==> src/rtl/wdtp_pkg.sv <==
package wdtp_pkg;

    localparam int REG_W   = 32;
    localparam int POL_BIT = 31;
    localparam int DRV_BIT = 30;

    localparam logic [7:0] KEY_ACT_HIGH   = 8'hA5;
    localparam logic [7:0] KEY_ACT_LOW    = 8'h5A;
    localparam logic [7:0] KEY_PUSH_PULL  = 8'hA8;
    localparam logic [7:0] KEY_OPEN_DRAIN = 8'h8A;

    localparam logic [REG_W-1:0] CFG_RESET = 32'h0000_00FF;

    typedef enum logic [2:0] {
        KA_NONE,
        KA_SET_POL,
        KA_CLR_POL,
        KA_SET_DRV,
        KA_CLR_DRV
    } key_act_e;

    typedef struct packed {
        logic level;
        logic enable;
    } pad_drive_t;

    function automatic int len_bits(input bit newgen);
        return newgen ? 20 : 8;
    endfunction

    function automatic logic [REG_W-1:0] len_mask(input bit newgen);
        return newgen ? 32'h000F_FFFF : 32'h0000_00FF;
    endfunction

    function automatic key_act_e decode_key(input logic [7:0] top);
        key_act_e k;
        case (top)
            KEY_ACT_HIGH:   k = KA_SET_POL;
            KEY_ACT_LOW:    k = KA_CLR_POL;
            KEY_PUSH_PULL:  k = KA_SET_DRV;
            KEY_OPEN_DRAIN: k = KA_CLR_DRV;
            default:        k = KA_NONE;
        endcase
        return k;
    endfunction

    function automatic pad_drive_t map_pad(input logic asserted,
                                           input logic act_high,
                                           input logic push_pull);
        pad_drive_t d;
        if (push_pull) begin
            d.enable = 1'b1;
            d.level  = asserted ? act_high : ~act_high;
        end else begin
            d.level  = 1'b0;
            d.enable = act_high ? ~asserted : asserted;
        end
        return d;
    endfunction

endpackage

==> src/rtl/wdtp_cfg_reg.sv <==
module wdtp_cfg_reg
    import wdtp_pkg::*;
#(
    parameter bit NEWGEN = 1'b1
) (
    input  logic             clk_i,
    input  logic             rst_i,
    input  logic             wr_en_i,
    input  logic [REG_W-1:0] wr_data_i,
    output logic [REG_W-1:0] cfg_o
);
    localparam logic [REG_W-1:0] WMASK = len_mask(NEWGEN);

    logic [REG_W-1:0] cfg_q;
    logic [REG_W-1:0] flags_d;
    logic [REG_W-1:0] cfg_d;
    key_act_e         key;

    generate
        if (NEWGEN) begin : g_keys
            assign key = decode_key(wr_data_i[REG_W-1:REG_W-8]);
        end else begin : g_nokeys
            assign key = KA_NONE;
        end
    endgenerate

    always_comb begin
        flags_d = cfg_q;
        case (key)
            KA_SET_POL: flags_d[POL_BIT] = 1'b1;
            KA_CLR_POL: flags_d[POL_BIT] = 1'b0;
            KA_SET_DRV: flags_d[DRV_BIT] = 1'b1;
            KA_CLR_DRV: flags_d[DRV_BIT] = 1'b0;
            default:    ;
        endcase
        cfg_d = (flags_d & ~WMASK) | (wr_data_i & WMASK);
    end

    always_ff @(posedge clk_i) begin
        if (rst_i) begin
            cfg_q <= CFG_RESET;
        end else if (wr_en_i) begin
            cfg_q <= cfg_d;
        end
    end

    assign cfg_o = cfg_q;
endmodule

==> src/rtl/wdtp_pulse_timer.sv <==
module wdtp_pulse_timer #(
    parameter int CNT_W = 20
) (
    input  logic             clk_i,
    input  logic             rst_i,
    input  logic             start_i,
    input  logic             tick_i,
    input  logic [CNT_W-1:0] len_i,
    output logic             active_o
);
    logic [CNT_W-1:0] remain_q;
    logic             active_q;

    always_ff @(posedge clk_i) begin
        if (rst_i) begin
            active_q <= 1'b0;
            remain_q <= '0;
        end else if (active_q) begin
            if (tick_i) begin
                if (remain_q == '0) begin
                    active_q <= 1'b0;
                end else begin
                    remain_q <= remain_q - 1'b1;
                end
            end
        end else if (start_i) begin
            active_q <= 1'b1;
            remain_q <= len_i;
        end
    end

    assign active_o = active_q;
endmodule

==> src/rtl/wdtp_pad_ctrl.sv <==
module wdtp_pad_ctrl
    import wdtp_pkg::*;
(
    input  logic asserted_i,
    input  logic act_high_i,
    input  logic push_pull_i,
    output logic level_o,
    output logic enable_o
);
    pad_drive_t drive;

    always_comb begin
        drive = map_pad(asserted_i, act_high_i, push_pull_i);
    end

    assign level_o  = drive.level;
    assign enable_o = drive.enable;
endmodule

==> src/rtl/wdt_rst_pulse.sv <==
module wdt_rst_pulse
    import wdtp_pkg::*;
#(
    parameter bit NEWGEN = 1'b1
) (
    input  logic        clk_i,
    input  logic        rst_i,
    input  logic        expire_i,
    input  logic        ext_out_en_i,
    input  logic        us_tick_i,
    input  logic        cfg_wr_i,
    input  logic [31:0] cfg_wdata_i,
    output logic [31:0] cfg_rdata_o,
    output logic        rst_pin_o,
    output logic        rst_pin_oe_o
);
    localparam int CNT_W = len_bits(NEWGEN);

    logic [REG_W-1:0] cfg;
    logic             pulse_active;
    logic             pulse_start;

    wdtp_cfg_reg #(.NEWGEN(NEWGEN)) u_cfg (
        .clk_i     (clk_i),
        .rst_i     (rst_i),
        .wr_en_i   (cfg_wr_i),
        .wr_data_i (cfg_wdata_i),
        .cfg_o     (cfg)
    );

    assign pulse_start = expire_i & ext_out_en_i & ~pulse_active;

    wdtp_pulse_timer #(.CNT_W(CNT_W)) u_timer (
        .clk_i    (clk_i),
        .rst_i    (rst_i),
        .start_i  (pulse_start),
        .tick_i   (us_tick_i),
        .len_i    (cfg[CNT_W-1:0]),
        .active_o (pulse_active)
    );

    wdtp_pad_ctrl u_pad (
        .asserted_i  (pulse_active),
        .act_high_i  (cfg[POL_BIT]),
        .push_pull_i (cfg[DRV_BIT]),
        .level_o     (rst_pin_o),
        .enable_o    (rst_pin_oe_o)
    );

    assign cfg_rdata_o = cfg;
endmodule

==> config.mk <==
export PLATFORM = sky130hd
export DESIGN_NAME = wdt_rst_pulse
export DESIGN_NICKNAME = d
export VERILOG_FILES = /design/src/rtl/wdtp_pkg.sv /design/src/rtl/wdtp_cfg_reg.sv /design/src/rtl/wdtp_pulse_timer.sv /design/src/rtl/wdtp_pad_ctrl.sv /design/src/rtl/wdt_rst_pulse.sv
export SDC_FILE = /design/constraint.sdc
export NUM_CORES = 1
export LEC_CHECK = 0
export BUFFER_PORTS_ARGS = -buffer_cell sky130_fd_sc_hd__buf_2
export CORE_MARGIN = 5
export CORE_UTILIZATION = 52
export CTS_CLUSTER_DIAMETER = 30
export CTS_CLUSTER_SIZE = 25
export DETAILED_ROUTE_END_ITERATION = 16
export GPL_TIMING_DRIVEN = 1
export PLACE_DENSITY_LB_ADDON = 0.08
export SYNTH_ARGS = -nofsm -noshare
export SYNTH_HDL_FRONTEND = slang
export SYNTH_SLANG_ARGS = --single-unit
==> constraint.sdc <==
create_clock -name clk_i -period 2.3 [get_ports clk_i]
set_input_delay 0.46 -clock clk_i [delete_from_list [all_inputs] [get_ports clk_i]]
set_output_delay 0.46 -clock clk_i [all_outputs]
set_load 0.03 [all_outputs]
* Yosys cells after proc, flatten, opt, wreduce, memory -nomap -nowiden
Index checks and enable logic that the tools add are counted.
** Storage, ports and cells
- Input port bits :: 38
- Logic and storage cells :: 36
- Bits in registers :: 53
** Cells by class
- $add $sub $neg :: 1
- Reduce and logical (&&, ||, !) cells :: 3
- Equal/unequal tests :: 10
- Bitwise gates (word level) :: 5
- Multiplexer cells :: 14
** Operators by type and width (number)
- two-way mux 20 bit :: 4
- OR 32 x 20 -> 32 bit :: 1
- == test 8 bit (second input constant) :: 3
- zero test 20 bit :: 1
- subtractor 20 x 1 -> 20 bit (second input constant) :: 1
- case mux 3 bit (4 select lines) :: 1
- == test 8 x 7 -> 1 bit (second input constant) :: 1
- == test 3 x 2 -> 1 bit (second input constant) :: 2
- two-way mux 1 bit :: 6
- != test 2 bit (second input constant) :: 2
- case mux 1 bit (2 select lines) :: 2
- == test 3 x 1 -> 1 bit (second input constant) :: 1
- == test 3 bit (second input constant) :: 1
- AND reduction 3 bit :: 1
- bitwise AND 1 bit :: 2
- two-way mux 2 bit :: 1
- NOT 1 bit :: 2
- nonzero test 2 bit :: 1

* Longest topological paths before layout
- Depth after elaboration :: 5
- Gate-level depth with buffers :: 7
- Gate-level depth less buffers :: 7

* Modules after synthesis
From an unflattened synthesis, not the netlist that was laid out.
** Second synthesis, totals
- Cells, all modules :: 284
- Area, all modules :: 2404.8 sq um
** By module, submodules not included
- wdtp_pulse_timer :: cells each 190, area an instance 1455.1 sq um, instances 1
- wdtp_cfg_reg :: cells each 90, area an instance 919.6 sq um, instances 1
- wdtp_pad_ctrl :: cells each 3, area an instance 21.3 sq um, instances 1
- wdt_rst_pulse :: cells each 1, area an instance 8.8 sq um, instances 1

* Least setup slack after synthesis
Ideal clock, no wire load.
- Path kind :: register to register
- Start :: register u_timer.remain_q[0]
- End :: register u_timer.remain_q[14]
- Stages on the path, launching flop included :: 8
- Data arrival time :: 1636 ps
- Data required time :: 2175 ps
- Clock period less this slack :: 1761 ps
- Path slack :: 539 ps
- Library setup time :: 125 ps
- Buffers on the path :: 0
- Cells stage by stage :: dfxtp_1 -> inv_1 -> ha_1 -> or4b_4 -> nor4_4 -> nand2_1 -> a21oi_1 -> o32ai_1
** Between the ends
- Word-level cells in the longest chain between the ends :: 4
- Elaborated cells between the ends (all ways) :: 7
- Those cells by class :: add/sub (1); eq/ne (1); mux (3); reduce/logical (2)
** Ends and longest elaborated chain
- start, declared :: RTL line wdtp_pulse_timer.sv:11 : logic [CNT_W-1:0] remain_q;
- start signal, assigned :: RTL line wdtp_pulse_timer.sv:23 : remain_q <= remain_q - 1'b1;
- start signal, assigned :: RTL line wdtp_pulse_timer.sv:28 : remain_q <= len_i;
- subtractor 20 x 1 -> 20 bit :: RTL line wdtp_pulse_timer.sv:23
- two-way mux 20 bit :: RTL line wdtp_pulse_timer.sv:20 : if (remain_q == '0) begin
- two-way mux 20 bit :: RTL line wdtp_pulse_timer.sv:19 : if (tick_i) begin
- two-way mux 20 bit :: RTL line wdtp_pulse_timer.sv:18 : end else if (active_q) begin
Several ways; a longest one is shown, not always the timed one. The select of a mux whose other input is x is not followed.
A chain may end at the register's enable or synchronous reset.

* Worst setup path in the final report
- Start :: register u_timer.active_q, in the netlist u_timer.active_o
- End :: output port rst_pin_o
** Between the ends
- Word-level cells in the longest chain between the ends :: 2
** Ends and longest elaborated chain
- start, declared :: RTL line wdtp_pulse_timer.sv:12 : logic active_q;
- start signal, assigned :: RTL line wdtp_pulse_timer.sv:16 : active_q <= 1'b0;
- start signal, assigned :: RTL line wdtp_pulse_timer.sv:21 : active_q <= 1'b0;
- start signal, assigned :: RTL line wdtp_pulse_timer.sv:27 : active_q <= 1'b1;
- two-way mux 1 bit :: RTL line wdtp_pkg.sv:53 : d.level = asserted ? act_high : ~act_high;
- two-way mux 2 bit :: RTL line wdtp_pkg.sv:51 : if (push_pull) begin
- end, declared :: RTL line wdt_rst_pulse.sv:14 : output logic rst_pin_o,
No other way between the ends.

==> metrics.cfg <==
[outcome]
status=finished clean

[synth]
synth_top_family_by_area=simple AND/OR/NAND/NOR gates
ys_ff_latch=43
synth_xor_area_share_pct=0.358
synth_compound_area_share_pct=19.3
synth-main-ff-cell=dfxtp_1
synth-simple-area-share_pct=25.6
synth_edf_count=0
synth_top_area_cell=dfxtp_1
syn-cell-area_um2=2450
synth_area_leaders=dfxtp_1 35%, mux2i_1 7.4%, a21oi_1 5.3%, nand2_1 4.3%, nor2_1 3.8%
syn_inst=288
syn_avg_cell_area_um2=8.49
synth_top_area_share_pct=35.2
ys_async_sr_fraction_pct=0
muxShareOfSynthArea_pct=8.29
yosysSeqAreaShare_pct=35.2
ys_types=60
synth-adder-area-share_pct=1.02
yosysWarnings=0

[power]
irDropWorstVdd_mv=0.446
p_int_w=0.00136
fin_total_pwr_w=0.00203
power_frac_comb_pct=27.9
power_leakage_nw=1.21
p_sw_w=0.000676
pwr_density_cell_nw_per_um2=729
clockPowerShare_pct=30.3
power_frac_seq_pct=41.9
swShare_pct=33.2

[floorplanning]
start_util_pct=52.8
io-pin-count=72
dieArea_um2=6180
die_h_um=78.6
die_width_um=78.6
core_um2=4630
num_rows=25

[min_path]
holdPathStages=3
min_from=cfg_wdata_i[4]
min_path_type=in -> reg
hold_end=u_cfg.cfg_o[4]$_SDFFE_PP1P_

[routing]
final_antenna_net_count=0
drt_pass1_iterations=4
routed_wl_um=5710
drc_errors=0
routed-via-count=2203
wl_per_cell_um=14.5
vias_per_cell=5.59
drt_iter0_drc=142

[timing]
finalWorstPathRequiredPeriod_ns=2.08
setup_tns_ns=0
fmax_mhz=482
finalSetupViolations=0
finClkSkew_ns=0.00669
rsz0062_at_grt=false
timing.final.crit_share_pct=90.2
finalHoldViolCount=0
drv_slew=0
slew_headroom_pct=57.6
layout_setup_ws_ns=0.225
tightest_slew_ns=0.636

[worst_setup_path]
worst_r2r_endpoint=u_timer.remain_q[14]$_SDFFE_PP0P_
worst_path_max_delay_cell=dfxtp_1
cp_cell_sequence=buf_4 > buf_4 > xnor2_1 > and2_1 > buf_2
path_max_fanout=21
crit_buf_inv=3
path_common_cell=buf_4
path_delay_family=buffers and inverters
crit_required_ns=1.84
critPathKind=reg -> out
r2r_slack_ns=0.29
cp-end-kind=output pin
cp-start-kind=flop
worstRegToRegCells=7
arrival_ns=1.62
crit_path_max_incr_delay_ns=0.35
r2r_start=u_timer.remain_q[0]$_SDFFE_PP0P_

[clocking]
postCtsSetupRepairBufs=0
clock-sinks=43
htreeDepth=2
ctsHoldBuffers=0
cts_root_buf=clkbuf_8
cts-buffers-inserted=5
clk_latency_ns=0.30
cts_resized=0
clkTransAtPathRegs_ns=0.08
cts_buffer_depth=2
tritoncts=built

[layout]
drive_gt1_share_pct=25.9
diodes=0
area_delta_synth_final_pct=14.1
nNetsFinal=379

[global_routing]
grt_pass1_wl_um=9720
grt_max_degree=35
grt_antenna_before_repair=0
grt_pass1_vias=2079
grt-ovfl-total=0
grt_use_total_pct=19.4

[flow_run]
drv_cap=0

[placement]
io_buffer_count=57
dp_slack_ns=0.317
post-dp-hpwl_um=4130
routabilityCongestion=0.799

==> Yosys cell counts, types with 6 or more instances <==
| master | n |
|---|---|
| mux2i_1 | 18 |
| dfxtp_1 | 43 |
| nor3_1 | 6 |
| inv_1 | 8 |
| nand2_1 | 28 |
| nor2_1 | 25 |
| nand3_1 | 7 |
| buf_4 | 12 |
| o21ai_1 | 9 |
| clkbuf_1 | 6 |
| nor2b_1 | 6 |
| o21ai_0 | 12 |
| a21oi_1 | 26 |
==> sequential cells by signal, summed over array words and instances, names as in the netlist <==
register and cells:
u_cfg.cfg_o 22, u_timer.active_o 1, u_timer.remain_q 20
==> kinds of logic (layout without fill, tap and decap cells) <==
logic type,count (synthesis),count (layout)
simple gates,108,108
fa+ha+maj,2,2
compound gates,75,75
flops,43,43
xor+xnor,1,1
other cells,1,10
buf+inv,38,81
mux,20,20
==> per-stage QoR <==
stage / hold WS, ns / std cells / cell area, µm² / utilization [%]
CTS: 0.364 / 394 / 2790 / 60.3
floorplan: 0.453 / 297 / 2480 / -
finish: 0.369 / 394 / 2790 / 60.3
global route: 0.385 / 394 / 2790 / 60.3
global placement: 0.483 / 386 / 2670 / 57.7
detailed placement: 0.485 / 386 / 2670 / 57.7
==> placed cells by master, fill, tap and decap left out, types with 5 or more instances in the layout <==
cell type  count
o21ai_1        9
mux2i_1       18
nand2_1       28
dfxtp_1       43
inv_1          8
nor2b_1        6
o32ai_1        5
a21oi_1       26
conb_1        10
buf_4          7
nor2_1        25
buf_2         57
nor3_1         6
o21ai_0       12
clkbuf_8       6
nand3_1        7
==> tightest hold or removal path, stage by stage <==
cell and delay [ns]:
buf_2 0.07, nand2_1 0.04, o211ai_1 0.06
==> power by group through the flow <==
stage                     logic, W  clock network (W)  registers (W)
after detailed placement  0.000565                  0       0.000868
after floorplan           0.000412                  0       0.000897
after CTS                 0.000569           0.000625       0.000851
after global routing      0.000626           0.000651       0.000861
final                     0.000567           0.000616       0.000852
after global placement    0.000557                  0       0.000867
==> worst max-delay path by stage <==
stage	startpoint	cells after the start	endpoint
floorplan	u_timer.remain_q[0]$_SDFFE_PP0P_	7	u_timer.remain_q[14]$_SDFFE_PP0P_
global placement	u_timer.remain_q[0]$_SDFFE_PP0P_	7	u_timer.remain_q[14]$_SDFFE_PP0P_
detailed placement	u_timer.remain_q[0]$_SDFFE_PP0P_	7	u_timer.remain_q[14]$_SDFFE_PP0P_
CTS	u_timer.active_o$_SDFF_PP0_	5	rst_pin_o
global route	u_timer.active_o$_SDFF_PP0_	5	rst_pin_o
finish	u_timer.active_o$_SDFF_PP0_	5	rst_pin_o
==> routing by layer <==
| metal | track usage, % | part of all wire [%] | vias up |
|---|---|---|---|
| met3 | 3.67 | 6.2 | 7 |
| met2 | 29.9 | 45 | 68 |
| li1 | - | - | 1116 |
| met1 | 27.0 | 47 | 1012 |
| met4 | 7.17 | 1.3 | 0 |
| met5 | 0 | 0 | - |
==> final cells by class <==
type                       count  area [µm²]
timing repair buffer          64         338
clock buffer                   6        82.6
sequential                    43         861
inverter                       9        33.8
clock inverter                 2        35.0
fill                         436        1840
tap                           54        67.6
multi-input combinational    216        1370
Note: power is estimated with default switching activity, not from simulation.
